**src/rtl/keyseq_pkg.sv**
```systemverilog
package keyseq_pkg;

  localparam int unsigned BYTE_W  = 8;
  localparam int unsigned KEY_LEN = 7;

  typedef enum logic [1:0] {
    PH_IDLE   = 2'd0,
    PH_HELD   = 2'd1,
    PH_STROBE = 2'd2
  } cmd_phase_e;

  // Unlock key, in arrival order (the order is behaviour).
  function automatic logic [BYTE_W-1:0] key_byte(input int unsigned idx);
    logic [BYTE_W-1:0] b;
    case (idx)
      0:       b = 8'hFE;
      1:       b = 8'hAA;
      2:       b = 8'h55;
      3:       b = 8'h00;
      4:       b = 8'hFF;
      5:       b = 8'h87;
      6:       b = 8'h78;
      default: b = 8'h00;
    endcase
    return b;
  endfunction

endpackage

```
**src/rtl/keyseq_sampler.sv**
```systemverilog
module keyseq_sampler
  import keyseq_pkg::*;
#(
  parameter int unsigned CTRL_W = 4
) (
  input  logic              clk,
  input  logic              rst_n,
  input  logic [BYTE_W-1:0] data_in,
  input  logic [CTRL_W-1:0] ctrl_in,
  output logic [BYTE_W-1:0] data_o,
  output logic [CTRL_W-1:0] ctrl_o,
  output logic              new_byte_o
);

  logic [BYTE_W-1:0] cur_q, cur_d;
  logic [BYTE_W-1:0] last_q, last_d;
  logic [CTRL_W-1:0] ctl_q, ctl_d;

  always_comb begin
    cur_d  = data_in;
    last_d = cur_q;
    ctl_d  = ctrl_in;
  end

  always_ff @(posedge clk or negedge rst_n) begin
    if (!rst_n) begin
      cur_q  <= '0;
      last_q <= '0;
      ctl_q  <= '0;
    end else begin
      cur_q  <= cur_d;
      last_q <= last_d;
      ctl_q  <= ctl_d;
    end
  end

  assign data_o     = cur_q;
  assign ctrl_o     = ctl_q;
  assign new_byte_o = (cur_q != last_q);

endmodule

```
**src/rtl/keyseq_match.sv**
```systemverilog
module keyseq_match
  import keyseq_pkg::*;
#(
  localparam int unsigned POS_W = $clog2(KEY_LEN + 1)
) (
  input  logic              clk,
  input  logic              rst_n,
  input  logic              new_byte_i,
  input  logic [BYTE_W-1:0] data_i,
  output logic [POS_W-1:0]  pos_o,
  output logic              take_o,
  output logic [BYTE_W-1:0] cmd_o
);

  localparam logic [POS_W-1:0] POS_END = POS_W'(KEY_LEN);

  logic [KEY_LEN-1:0] hit;
  logic [POS_W-1:0]   pos_q, pos_d;
  logic               pos_en;
  logic               take;

  for (genvar g = 0; g < KEY_LEN; g++) begin : g_hit
    assign hit[g] = (data_i == key_byte(g));
  end

  always_comb begin
    pos_d  = pos_q;
    pos_en = 1'b0;
    take   = 1'b0;
    if (new_byte_i) begin
      pos_en = 1'b1;
      if (pos_q == POS_END) begin
        take  = 1'b1;
        pos_d = '0;
      end else if (hit[pos_q]) begin
        pos_d = pos_q + POS_W'(1);
      end else if (hit[0]) begin
        pos_d = POS_W'(1);
      end else begin
        pos_d = '0;
      end
    end
  end

  always_ff @(posedge clk or negedge rst_n) begin
    if (!rst_n)      pos_q <= '0;
    else if (pos_en) pos_q <= pos_d;
  end

  assign pos_o  = pos_q;
  assign take_o = take;
  assign cmd_o  = data_i;

  AST_POS_HOLD: assert property (@(posedge clk) disable iff (!rst_n)
    !new_byte_i |=> $stable(pos_q));

  AST_POS_STEP: assert property (@(posedge clk) disable iff (!rst_n)
    (new_byte_i && pos_q < POS_END) |=> (pos_q <= POS_W'(1) || pos_q == $past(pos_q) + POS_W'(1)));

endmodule

```
**src/rtl/keyseq_cmd.sv**
```systemverilog
module keyseq_cmd
  import keyseq_pkg::*;
#(
  parameter int unsigned     CTRL_W      = 4,
  parameter logic [CTRL_W-1:0] CTRL_REST   = 4'h4,
  parameter logic [CTRL_W-1:0] CTRL_STROBE = 4'h5,
  parameter logic [BYTE_W-1:0] CMD_SEL     = 8'h20,
  parameter logic [BYTE_W-1:0] CMD_DESEL   = 8'h30,
  parameter logic [BYTE_W-1:0] CMD_NOP     = 8'h00
) (
  input  logic              clk,
  input  logic              rst_n,
  input  logic              new_byte_i,
  input  logic [CTRL_W-1:0] ctrl_i,
  input  logic              take_i,
  input  logic [BYTE_W-1:0] cmd_i,
  output cmd_phase_e        phase_o,
  output logic              valid_o,
  output logic [BYTE_W-1:0] byte_o,
  output logic              conn_o
);

  cmd_phase_e        phase_q, phase_d;
  logic [BYTE_W-1:0] held_q, held_d;
  logic              held_en;
  logic              valid_q, valid_d;
  logic [BYTE_W-1:0] out_q, out_d;
  logic              out_en;
  logic              conn_q, conn_d;
  logic              legal;

  assign legal = (cmd_i == CMD_SEL) || (cmd_i == CMD_DESEL) || (cmd_i == CMD_NOP);

  always_comb begin
    phase_d = phase_q;
    held_d  = held_q;
    held_en = 1'b0;
    valid_d = 1'b0;
    out_d   = out_q;
    out_en  = 1'b0;
    conn_d  = conn_q;
    case (phase_q)
      PH_IDLE: begin
        if (take_i && legal) begin
          phase_d = PH_HELD;
          held_d  = cmd_i;
          held_en = 1'b1;
        end
      end
      PH_HELD: begin
        if (new_byte_i)                phase_d = PH_IDLE;
        else if (ctrl_i == CTRL_STROBE) phase_d = PH_STROBE;
      end
      PH_STROBE: begin
        if (new_byte_i) begin
          phase_d = PH_IDLE;
        end else if (ctrl_i == CTRL_REST) begin
          phase_d = PH_IDLE;
          valid_d = 1'b1;
          out_d   = held_q;
          out_en  = 1'b1;
          if (held_q == CMD_SEL)        conn_d = 1'b1;
          else if (held_q == CMD_DESEL) conn_d = 1'b0;
        end else if (ctrl_i != CTRL_STROBE) begin
          phase_d = PH_IDLE;
        end
      end
      default: phase_d = PH_IDLE;
    endcase
  end

  always_ff @(posedge clk or negedge rst_n) begin
    if (!rst_n) begin
      phase_q <= PH_IDLE;
      held_q  <= '0;
      valid_q <= 1'b0;
      out_q   <= '0;
      conn_q  <= 1'b0;
    end else begin
      phase_q <= phase_d;
      valid_q <= valid_d;
      conn_q  <= conn_d;
      if (held_en) held_q <= held_d;
      if (out_en)  out_q  <= out_d;
    end
  end

  assign phase_o = phase_q;
  assign valid_o = valid_q;
  assign byte_o  = out_q;
  assign conn_o  = conn_q;

  AST_PULSE_SINGLE: assert property (@(posedge clk) disable iff (!rst_n)
    valid_q |=> !valid_q);

  AST_CONN_ON_CMD: assert property (@(posedge clk) disable iff (!rst_n)
    !$stable(conn_q) |-> valid_q);

  AST_NOP_KEEPS: assert property (@(posedge clk) disable iff (!rst_n)
    (valid_q && out_q == CMD_NOP) |-> $stable(conn_q));

  AST_CMD_LEGAL: assert property (@(posedge clk) disable iff (!rst_n)
    valid_q |-> (out_q == CMD_SEL || out_q == CMD_DESEL || out_q == CMD_NOP));

  AST_ABORT: assert property (@(posedge clk) disable iff (!rst_n)
    (phase_q != PH_IDLE && new_byte_i) |=> !valid_q);

endmodule

```
**src/rtl/keyseq_detect.sv**
```systemverilog
module keyseq_detect
  import keyseq_pkg::*;
#(
  parameter int unsigned       CTRL_W      = 4,
  parameter logic [CTRL_W-1:0] CTRL_REST   = 4'h4,
  parameter logic [CTRL_W-1:0] CTRL_STROBE = 4'h5,
  parameter logic [BYTE_W-1:0] CMD_SEL     = 8'h20,
  parameter logic [BYTE_W-1:0] CMD_DESEL   = 8'h30,
  parameter logic [BYTE_W-1:0] CMD_NOP     = 8'h00,
  parameter int unsigned       STAT_W      = 4,
  parameter logic [STAT_W-1:0] ID_FIRST    = 4'hB,
  parameter logic [STAT_W-1:0] ID_SECOND   = 4'h5,
  parameter logic [STAT_W-1:0] ID_THIRD    = 4'hF,
  parameter int unsigned       SYNC_STAGES = 2
) (
  input  logic              clk,
  input  logic              rst_n,
  input  logic [BYTE_W-1:0] host_data,
  input  logic [CTRL_W-1:0] host_ctrl,
  output logic              connected,
  output logic              cmd_valid,
  output logic [BYTE_W-1:0] cmd_byte,
  output logic [STAT_W-1:0] id_nibble
);

  localparam int unsigned      POS_W      = $clog2(KEY_LEN + 1);
  localparam logic [POS_W-1:0] POS_ID_ONE = POS_W'(KEY_LEN - 2);
  localparam logic [POS_W-1:0] POS_ID_TWO = POS_W'(KEY_LEN - 1);

  logic [SYNC_STAGES-1:0] rst_pipe_q;
  logic                   rst_sync_n;

  always_ff @(posedge clk or negedge rst_n) begin
    if (!rst_n) rst_pipe_q <= '0;
    else        rst_pipe_q <= {rst_pipe_q[SYNC_STAGES-2:0], 1'b1};
  end
  assign rst_sync_n = rst_pipe_q[SYNC_STAGES-1];

  logic [BYTE_W-1:0] smp_data;
  logic [CTRL_W-1:0] smp_ctrl;
  logic              new_byte;
  logic [POS_W-1:0]  pos;
  logic              take;
  logic [BYTE_W-1:0] cmd_cand;
  cmd_phase_e        phase;

  keyseq_sampler #(.CTRL_W(CTRL_W)) u_sampler (
    .clk        (clk),
    .rst_n      (rst_sync_n),
    .data_in    (host_data),
    .ctrl_in    (host_ctrl),
    .data_o     (smp_data),
    .ctrl_o     (smp_ctrl),
    .new_byte_o (new_byte)
  );

  keyseq_match u_match (
    .clk        (clk),
    .rst_n      (rst_sync_n),
    .new_byte_i (new_byte),
    .data_i     (smp_data),
    .pos_o      (pos),
    .take_o     (take),
    .cmd_o      (cmd_cand)
  );

  keyseq_cmd #(
    .CTRL_W      (CTRL_W),
    .CTRL_REST   (CTRL_REST),
    .CTRL_STROBE (CTRL_STROBE),
    .CMD_SEL     (CMD_SEL),
    .CMD_DESEL   (CMD_DESEL),
    .CMD_NOP     (CMD_NOP)
  ) u_cmd (
    .clk        (clk),
    .rst_n      (rst_sync_n),
    .new_byte_i (new_byte),
    .ctrl_i     (smp_ctrl),
    .take_i     (take),
    .cmd_i      (cmd_cand),
    .phase_o    (phase),
    .valid_o    (cmd_valid),
    .byte_o     (cmd_byte),
    .conn_o     (connected)
  );

  always_comb begin
    id_nibble = '0;
    if (phase == PH_STROBE)      id_nibble = ID_THIRD;
    else if (pos == POS_ID_ONE)  id_nibble = ID_FIRST;
    else if (pos == POS_ID_TWO)  id_nibble = ID_SECOND;
  end

  AST_ID_THIRD_ARMED: assert property (@(posedge clk) disable iff (!rst_sync_n)
    (id_nibble == ID_THIRD) |-> !cmd_valid);

endmodule

```
**config.mk**
```make
export PLATFORM = sky130hd
export DESIGN_NAME = keyseq_detect
export DESIGN_NICKNAME = d
export VERILOG_FILES = /design/src/rtl/keyseq_pkg.sv /design/src/rtl/keyseq_sampler.sv /design/src/rtl/keyseq_match.sv /design/src/rtl/keyseq_cmd.sv /design/src/rtl/keyseq_detect.sv
export SDC_FILE = /design/constraint.sdc
export NUM_CORES = 1
export LEC_CHECK = 0
export ABC_AREA = 1
export BUFFER_PORTS_ARGS = -buffer_cell sky130_fd_sc_hd__buf_2
export CORE_MARGIN = 2
export CORE_UTILIZATION = 56
export CTS_CLUSTER_DIAMETER = 40
export DETAILED_ROUTE_END_ITERATION = 10
export GPL_TIMING_DRIVEN = 0
export PLACE_DENSITY = 0.78
export SYNTH_ARGS = -nofsm -noshare
export SYNTH_HDL_FRONTEND = slang
export SYNTH_SLANG_ARGS = --single-unit
```
**constraint.sdc**
```tcl
create_clock -name clk -period 1.9 [get_ports clk]
set_input_delay 0.19 -clock clk [delete_from_list [all_inputs] [get_ports clk]]
set_output_delay 0.19 -clock clk [all_outputs]
set_load 0.02 [all_outputs]
```
==> impl_metrics.ini <==
[critical_path]
start_kind = flip-flop
critPathCaptureType = output pin
r2r_start = u_match.pos_o[0]
max_stage_delay_ps = 500
r2r-end = u_cmd.held_q[7]
cp.required_ps = 1710
cp.arrival_ps = 1530
crit_type = flip-flop to output pin
crit_fanout = 7
r2r_cells = 6
crit_path_end = id_nibble[2]
cp_cell_sequence = inv_2 -> ha_1 -> nand2_1 -> o21ai_0 -> buf_2
crit_path_start = u_match.pos_o[0]
crit_slowest_cell = dfrtp_1
reg2reg_setup_slack_ps = 300

[detailed_routing]
firstDrtPassIters = 4
drtAntennaViolNets = 0
vias = 1577
drt-total-wl_um = 3529
vias_per_cell = 4.852
wl_per_cell_um = 10.86
drt-initial-drc-count = 81
drcViolationCount = 0

[floorplanning]
die-area_um2 = 4153
initial_core_util_pct = 59.89
pin_count = 28
die_y_um = 64.44
rows = 21
core_um2 = 3416
die_w_um = 64.44

[logic_synthesis]
synth.distinct_cells = 26
yosysSeqAreaShare_pct = 55.05
yosysWarnings = 0
synth_xor_area_share_pct = 2.936
avgSynthCellArea_um2 = 8.856
synth_top_family_by_area = simple AND/OR/NAND/NOR gates
synth-compound-area-share_pct = 4.037
ys_seq_elements = 45
netlist_instances = 231
syn_nets = 249
syn_area_um2 = 2046
synth_simple_gate_area_share_pct = 27.65
synth_fa_ha_area_share_pct = 2.446
synth.area.mux_share_pct = 0

[global_routing]
grt_pass1_vias = 1555
grt_pass1_wl_um = 6499
antenna_found_initial = 0
grt_max_degree = 44
grt-ovfl-total = 0
grt_usage_pct = 20.84

[clocking]
cts_sinks = 45
cts_tree = built
cts_buffers = 5
cts.clk_slew.worst_paths_ps = 130
ctsLongestPathBuffers = 2
cts_max_level = 2
clock_latency_ps = 360
cts-root-buf = clkbuf_4

[sta]
timing.fmax_mhz = 581.5
min_period_over_period_pct = 90.52
slew_headroom_pct = 40.95
tns_ps = 0
worst_slack_ps = 180.2
min_period_ps = 1720
clock_skew_ps = 12.52
finalSetupViolCount = 0
finalHoldViolations = 0
drv_slew = 0
rsz0062_at_grt = false
worstMarginPinSlew_ps = 885.7

[placed_design]
dp_slack_ps = 331.4
io_buffer_count = 27
gp_congestion = 0.8643
dpl.hpwl_um = 2443

[power]
power.density_nw_per_um2 = 673.2
peakVddDrop_v = 0.0006035
p_leak_nw = 1.307

[job]
cap_violations = 0

[finish]
layout.cells.most_common_list = nand2_1 (60), dfrtp_1 (44), inv_1 (34)
diodes = 0
drive_gt1_share_pct = 21.51
area_growth_pct = 19.57
nNetsFinal = 296
final_common_cell = nand2_1
n_fill_cell = 258

[worst_hold_path]
hp-class = primary input to async pin

[run_status]
outcome = completed
[cell type report]
type / instances / area [µm²] / area share [%]
buffer: 2 / 18.77 / 0.7673
clock buffer: 7 / 65.06 / 2.660
clock inverter: 1 / 8.758 / 0.3581
inverter: 37 / 138.9 / 5.678
multi-input combinational: 147 / 764.5 / 31.25
sequential: 45 / 1127 / 46.09
tap: 46 / 57.56 / 2.353
timing repair buffer: 40 / 265.3 / 10.84
[per-layer routing]
layer	track usage, %	share of wire [%]	vias up
met3	4.340	3.5	9
met1	27.20	46	719
li1	-	-	810
met4	10.90	2.4	0
met5	0	0	-
met2	33.07	48	39
[per-stage QoR]
step | power, W | std cells | hold slack [ps] | instance area (µm²) | util (%)
floorplan | 0.001083 | 231 | -105.6 | 2046 | -
global placement | 0.001109 | 304 | -23.32 | 2238 | 65.53
detailed placement | 0.001113 | 304 | -22.87 | 2240 | 65.57
CTS | 0.001652 | 325 | 114.8 | 2444 | 71.54
global route | 0.001728 | 325 | 127.7 | 2446 | 71.61
finish | 0.001647 | 325 | 146.5 | 2446 | 71.61
[cell usage after synthesis]
cell	instances	area, µm²
inv_2	2	7.510
nand3_4	1	17.52
xnor2_1	5	43.79
o21ai_1	5	25.02
buf_4	1	7.510
and3_1	1	6.260
nor3_1	2	10.01
o21ai_2	6	52.55
ha_1	4	50.05
nand3b_1	1	7.510
nand2_1	60	225.2
nor2_1	27	101.4
nor2_2	1	6.260
buf_6	1	11.26
nor4_2	1	12.51
dfrtp_1	45	1126
nor4_1	1	6.260
nand2_2	5	31.28
conb_1	1	3.750
nor2_4	1	11.26
nand3_1	17	85.08
inv_1	35	131.4
o21ai_0	1	5.000
nand4_1	4	25.02
xnor2_2	1	16.27
nand3_2	2	20.02
[logic make-up after synthesis]
family | Yosys count
buffers and inverters | 39
AO/OA/AOI/OAI | 12
other | 1
flip-flops | 45
AND/OR/NAND/NOR | 124
XOR/XNOR | 6
adder cells (fa/ha/maj) | 4
[repair_timing]
action,in CTS,in global routing
gates resized for setup,0,2
hold buffers,13,0
setup endpoints to repair,0,4
hold endpoints to repair,14,0
buffers inserted,0,0
[power breakdown]
group	internal, W	switching, W	leakage (nW)
sequential	0.000981	0.0000377	0.577
clock	0.000222	0.000311	0.0419
combinational	0.0000517	0.0000433	0.689
total	0.00125	0.000392	1.31
[worst min path at each step]
stage                    endpoint  slack [ps]  cells after the start
floorplan           rst_pipe_q[0]        -110                      0
global placement    rst_pipe_q[0]         -20                      1
detailed placement  rst_pipe_q[0]         -20                      1
CTS                 rst_pipe_q[1]         110                      2
global route        rst_pipe_q[1]         130                      2
finish              rst_pipe_q[1]         150                      2
[flip-flops by register name, indices dropped and copies added (netlist names)]
name / flops
rst_pipe_q: 2
u_cmd.byte_o: 8
u_cmd.conn_o: 1
u_cmd.held_q: 8
u_cmd.phase_o: 2
u_cmd.valid_o: 1
u_match.pos_o: 3
u_sampler.ctrl_o: 4
u_sampler.data_o: 8
u_sampler.last_q: 8
[worst max-delay path, delay by kind of cell, from the launching register on]
family,cells,cell delay (ps)
AOI/OAI and AO/OA,1,130
adders and majority gates,1,150
buffers and inverters,2,330
DFF,1,500
and+or+nand+nor,1,50
Power figures use the tool's default switching activity.
